--- config.mk ---
export PLATFORM = sky130hd
export DESIGN_NAME = sevenfold_link_tx
export DESIGN_NICKNAME = d
export VERILOG_FILES = /design/src/rtl/slk_pkg.sv /design/src/rtl/slk_phase_gen.sv /design/src/rtl/slk_lane.sv /design/src/rtl/slk_fclk_lane.sv /design/src/rtl/sevenfold_link_tx.sv
export SDC_FILE = /design/constraint.sdc
export NUM_CORES = 1
export LEC_CHECK = 0
export BUFFER_PORTS_ARGS = -buffer_cell sky130_fd_sc_hd__buf_2
export CAP_MARGIN = 20
export CORE_ASPECT_RATIO = 1.1
export CORE_MARGIN = 1.5
export CORE_UTILIZATION = 45
export CTS_CLUSTER_DIAMETER = 80
export CTS_CLUSTER_SIZE = 28
export DETAILED_ROUTE_END_ITERATION = 8
export GPL_TIMING_DRIVEN = 0
export HOLD_SLACK_MARGIN = 0.05
export PLACE_DENSITY = 0.7
export SETUP_SLACK_MARGIN = 0.5
export SLEW_MARGIN = 20
export SYNTH_ARGS = -nofsm -noshare
export SYNTH_HDL_FRONTEND = slang
export SYNTH_SLANG_ARGS = --single-unit
--- constraint.sdc ---
create_clock -name clk -period 3.8 [get_ports clk]
set_clock_uncertainty 0.2 [all_clocks]
set_input_delay 0.57 -clock clk [delete_from_list [all_inputs] [get_ports clk]]
set_output_delay 0.57 -clock clk [all_outputs]
set_load 0.03 [all_outputs]
--- src/rtl/slk_pkg.sv ---
package slk_pkg;

  // Level of the forwarded clock at a given phase: high at phase 0 and in
  // the last (high_bits-1) phases of the period, low elsewhere.
  function automatic logic fwd_level(input int ph, input int word_bits, input int high_bits);
    return (ph == 0) || (ph >= word_bits - high_bits + 1);
  endfunction

  // Phase that follows ph in a period of word_bits phases.
  function automatic int phase_after(input int ph, input int word_bits);
    return (ph == word_bits - 1) ? 0 : ph + 1;
  endfunction

endpackage

--- src/rtl/slk_phase_gen.sv ---
module slk_phase_gen #(
  parameter int WORD_BITS = 7,
  localparam int PW = $clog2(WORD_BITS)
) (
  input  logic          clk,
  input  logic          rst,
  output logic [PW-1:0] phase,
  output logic [PW-1:0] phase_next,
  output logic          wrap,
  output logic          load_o
);
  import slk_pkg::*;

  localparam logic [PW-1:0] LAST = PW'(WORD_BITS - 1);

  always_comb begin
    phase_next = PW'(phase_after(int'(phase), WORD_BITS));
    wrap       = (phase == LAST);
  end

  always_ff @(posedge clk) begin
    if (rst) begin
      phase  <= '0;
      load_o <= 1'b0;
    end else begin
      phase  <= phase_next;
      load_o <= (phase_next == LAST);
    end
  end
endmodule

--- src/rtl/slk_lane.sv ---
module slk_lane #(
  parameter int WORD_BITS = 7
) (
  input  logic                 clk,
  input  logic                 rst,
  input  logic                 load,
  input  logic [WORD_BITS-1:0] word,
  output logic                 ser
);
  logic [WORD_BITS-1:0] shreg;

  always_ff @(posedge clk) begin
    if (rst)       shreg <= '0;
    else if (load) shreg <= word;
    else           shreg <= {shreg[WORD_BITS-2:0], 1'b0};
  end

  // Port driven directly by the top flop of the shift register.
  assign ser = shreg[WORD_BITS-1];
endmodule

--- src/rtl/slk_fclk_lane.sv ---
module slk_fclk_lane #(
  parameter int WORD_BITS = 7,
  parameter int HIGH_BITS = 4,
  localparam int PW = $clog2(WORD_BITS)
) (
  input  logic          clk,
  input  logic          rst,
  input  logic [PW-1:0] phase_next,
  output logic          fclk
);
  import slk_pkg::*;

  always_ff @(posedge clk) begin
    if (rst) fclk <= fwd_level(0, WORD_BITS, HIGH_BITS);
    else     fclk <= fwd_level(int'(phase_next), WORD_BITS, HIGH_BITS);
  end
endmodule

--- src/rtl/sevenfold_link_tx.sv ---
module sevenfold_link_tx #(
  parameter int GROUPS          = 3,
  parameter int LANES_PER_GROUP = 4,
  parameter int WORD_BITS       = 7,
  parameter int HIGH_BITS       = 4,
  localparam int LANES = GROUPS * LANES_PER_GROUP,
  localparam int PW    = $clog2(WORD_BITS)
) (
  input  logic                       clk,
  input  logic                       rst,
  input  logic [LANES*WORD_BITS-1:0] word_i,
  output logic                       load_o,
  output logic [LANES-1:0]           ser_o,
  output logic [GROUPS-1:0]          fclk_o
);
  logic [PW-1:0] phase;
  logic [PW-1:0] phase_next;
  logic          wrap;

  slk_phase_gen #(.WORD_BITS(WORD_BITS)) u_phase (
    .clk        (clk),
    .rst        (rst),
    .phase      (phase),
    .phase_next (phase_next),
    .wrap       (wrap),
    .load_o     (load_o)
  );

  for (genvar g = 0; g < GROUPS; g++) begin : g_grp
    slk_fclk_lane #(.WORD_BITS(WORD_BITS), .HIGH_BITS(HIGH_BITS)) u_fclk (
      .clk        (clk),
      .rst        (rst),
      .phase_next (phase_next),
      .fclk       (fclk_o[g])
    );
    for (genvar k = 0; k < LANES_PER_GROUP; k++) begin : g_lane
      localparam int L = g * LANES_PER_GROUP + k;
      slk_lane #(.WORD_BITS(WORD_BITS)) u_lane (
        .clk  (clk),
        .rst  (rst),
        .load (wrap),
        .word (word_i[L*WORD_BITS +: WORD_BITS]),
        .ser  (ser_o[L])
      );
    end
  end
endmodule

Word level (Yosys, flattened, before mapping):

Cells that the tools add are included.

* bits in registers: 89
* input port bits: 86

* add/subtract/negate cells: 1
* magnitude comparators: 1
* eq/ne operators: 3
* multiplexer cells: 13
* bitwise operators: 1
* reduce and logical (&&, ||, !) cells: 3

Operators by type and width (number)
* $mux W7: 12
* $eq A3 B3 Y1 const B: 2
* $add A3 B1 Y3 const B: 1
* $eq A3 B2 Y1 const B: 1
* $ge A3 B3 Y1 const B: 1
* $logic_not A3 Y1: 1
* $mux W3: 1
* $reduce_or A2 Y1: 1
* $logic_or A1 B1 Y1: 1
* $not A1 Y1: 1

Depth between registers and ports, before layout:

* depth in word-level cells: 4
* depth in mapped cells: 4
* mapped depth without buffers: 2

By module:

A second synthesis with hierarchy kept.

* cell total of the unflattened synthesis: 279
* area total of the unflattened synthesis: 3181.8 µm²

Modules (own cells, without submodules)
* slk_lane: times used 12, cells each 21, area an instance 244.0 µm²
* slk_phase_gen: times used 1, cells each 18, area an instance 167.7 µm²
* slk_fclk_lane: times used 3, cells each 3, area an instance 28.8 µm²

Least setup slack after synthesis:

No wires, ideal clock.

* kind: input port to flip-flop
* from: in rst
* to: reg g_grp[2].g_lane[0].u_lane.shreg[1]
* setup time: 118 ps
* arrival time: 1167 ps
* data required time: 3482 ps
* setup slack: 2315 ps
* stages: 4
* path buffers: 2
* cell sequence: clkbuf_1 clkbuf_1 nand2b_1 mux2i_1

RTL lines
* start: declaration: RTL line sevenfold_link_tx.sv:10 `input logic rst,`
* end signal: assignment: RTL line slk_lane.sv:14 `else if (load) shreg <= word;`
* end signal: assignment: RTL line slk_lane.sv:15 `else shreg <= {shreg[WORD_BITS-2:0], 1'b0};`
* end: declaration: RTL line slk_lane.sv:10 `logic [WORD_BITS-1:0] shreg;`

Worst setup path in the final report:

* from: reg g_grp[1].u_fclk.fclk
* to: out fclk_o[1]

RTL lines
* start: declaration: RTL line slk_fclk_lane.sv:9 `output logic fclk`
* start signal: assignment: RTL line slk_fclk_lane.sv:14 `if (rst) fclk <= fwd_level(0, WORD_BITS, HIGH_BITS);`
* start signal: assignment: RTL line slk_fclk_lane.sv:15 `else fclk <= fwd_level(int'(phase_next), WORD_BITS, HIGH_BITS);`
* end: declaration: RTL line sevenfold_link_tx.sv:14 `output logic [GROUPS-1:0] fclk_o`

No word-level cell between the ends.

==> results.cfg <==
[setup_path]
r2r_end = g_grp[1].g_lane[0].u_lane.shreg[0]
required_ns = 3.03
reg2regPathDepth = 3
slowest_stage = dfxtp_1
rrSetupSlack_ns = 2.19
worst-path-stages = 2
worstReg2RegStart = u_phase.phase[2]
worst-path-buf-inv = 2
crit_chain = buf_4 -> buf_2
worstPathMaxFanout = 3
start_kind = flop
endpoint_kind = output port
max_stage_delay_ns = 0.37
worst-setup-path-type = flop to output port
arrival_ns = 1.01
crit_family = flip-flops

[clocking]
clock_sinks = 89
cts_root_buffer = clkbuf_8
cts_hold_buffers = 0
cts_tree = yes
cts_max_level = 3
post_cts_buffers = 0
cts_made_buffers = 9
clk_pin_slew_ns = 0.08
cts_resized = 0
insertion_delay_ns = 0.35
clockBufferDepth = 2

[finish]
regArea_sq_um = 1782
num_antenna_cells = 0
postLayoutCoreUtil_pct = 56.21
area_growth_pct = 21.41
nFillCells = 789
multi_input_area_sq_um = 1782
drive_above_1_share_pct = 28.87
fin_cells = 596
layout.nets = 566
final_area_sq_um = 4726

[synthesis]
ys_warn_count = 0
synthTopCellsByCount = nand2b_1, dfxtp_1, mux2i_1
synthesis.area_sq_um = 3892
synthFlopType = dfxtp_1
synth_area_leaders = dfxtp_1, nand2b_1, mux2i_1
syn_avg_cell_area_sq_um = 10.58
yosys.area.top_type = dfxtp_1
synth-edff-count = 0
yosysMostFrequentCell = nand2b_1
async_reset_ff_share_pct = 0
synthCells = 368
synth-seq-cells = 89
synth_nets = 454
synth_top_area_share_pct = 45.77
synth_seq_area_share_pct = 45.77
yosysUniqueCellTypes = 18

[flow_run]
maxCapViolCount = 0

[power_and_ir_drop]
vdd_drop_max_v = 0.0002626
leakagePower_uw = 0.001868
power_density_nw_per_um2 = 363.4

[place]
place_hpwl_um = 5027
io_buffers = 101
gp_congestion = 0.7286
place_area_sq_um = 4537
dp.cells = 580
dp_slack_ns = 1.808

[floorplan]
num_rows = 35
die_area_sq_um = 9217
dieWidth_um = 91.68
start_util_pct = 46.29
fp.dieH_um = 100.5
io_pins = 102
core-area_sq_um = 8408

[timing]
tightestPinTransition_ns = 0.4978
timing.final.crit_period_ns = 1.782
min_period_over_period_pct = 46.89
rsz0062_at_grt = no
finalHoldViolCount = 0
tns_ns = 0
slew_viol_final = 0
max_slew_margin_pct = 66.81
setup_ws_ns = 2.018
fmax_mhz = 561.3
setup_viol = 0

[hold_path]
holdPathStages = 2
hp-class = input port to flop
hold_end = g_grp[2].g_lane[0].u_lane.shreg[0]
min_from = word_i[56]

[routing]
drc = 0
ant_nets = 0
viasPerCell = 4.423
first_iter_violations = 59
dr.pass1.iters = 4
vias = 2636
drt-total-wl_um = 6885
wl_per_cell_um = 11.55

[global_routing]
grt_overflow = 0
grt_max_degree = 14
antenna_found_initial = 0
grt.total_usage_pct = 15.64
grt_first_pass_wirelength_um = 11240
grt_pass1_vias = 2574

[run_status]
status = complete, no violations
-- logic make-up (layout without fill, tap and decap cells) --
kind of cell / count (synthesis) / count (layout) / synth area share (%)
AO/OA/AOI/OAI: 4 / 4 / 0.6751
flip-flops: 89 / 89 / 45.77
buffers and inverters: 40 / 157 / 8.454
multiplexers: 72 / 72 / 18.51
AND/OR/NAND/NOR: 163 / 163 / 26.58
-- layout make-up --
| class | count | area share (%) |
|---|---|---|
| tap | 111 | 2.939 |
| timing repair buffer | 101 | 10.70 |
| sequential | 89 | 37.70 |
| clock buffer | 13 | 3.151 |
| clock inverter | 3 | 0.8472 |
| multi-input combinational | 239 | 37.70 |
| buffer | 40 | 6.963 |
-- where the power goes --
group	switching [uW]	internal, uW
logic	59.3	81.1
registers	5.34	939
clock network	312	321
-- through the flow --
stage               hold WS, ns  power, uW
global route             0.2047       1796
floorplan                0.2343       1044
detailed placement       0.2422       1109
global placement         0.2365       1106
CTS                      0.1980       1741
finish                   0.2182       1717
-- routing by layer --
metal  GRT usage, %  vias up  wire length, um
li1               -     1382                -
met4          8.654        0              123
met1          18.91     1180             3170
met2          26.41       63             3278
met5              0        -                0
met3          2.715       11              312
-- placed cells by master (no fill, tap or decap) --
master and count:
buf_6 1, mux2i_1 72, a21oi_1 2, nor3b_1 1
clkinv_2 2, and3b_1 1, dfxtp_1 89, buf_2 102
nand2b_1 145, bufinv_16 1, or2b_1 1, buf_4 15
and4bb_2 1, nand3b_1 1, clkbuf_1 19, buf_12 7
a211o_1 1, a211oi_1 1, clkbuf_8 10, or3b_2 1
and2_1 12
-- state kept, by name (all words and copies together), names as in the netlist --
signal,flops
u_phase.load_o,1
g_grp.u_fclk.fclk,1
g_grp.g_lane.u_lane.shreg,84
u_phase.phase,3
-- worst max-delay path by stage --
stage / startpoint / to / slack [ns]
finish: g_grp[1].u_fclk.fclk / fclk_o[1] / 2.02
global route: g_grp[1].u_fclk.fclk / fclk_o[1] / 1.98
CTS: g_grp[1].u_fclk.fclk / fclk_o[1] / 1.99
detailed placement: rst / g_grp[1].g_lane[0].u_lane.shreg[0] / 1.81
global placement: rst / g_grp[1].g_lane[0].u_lane.shreg[0] / 1.81
floorplan: rst / g_grp[2].g_lane[0].u_lane.shreg[1] / 2.32
Power figures use the tool's default switching activity.
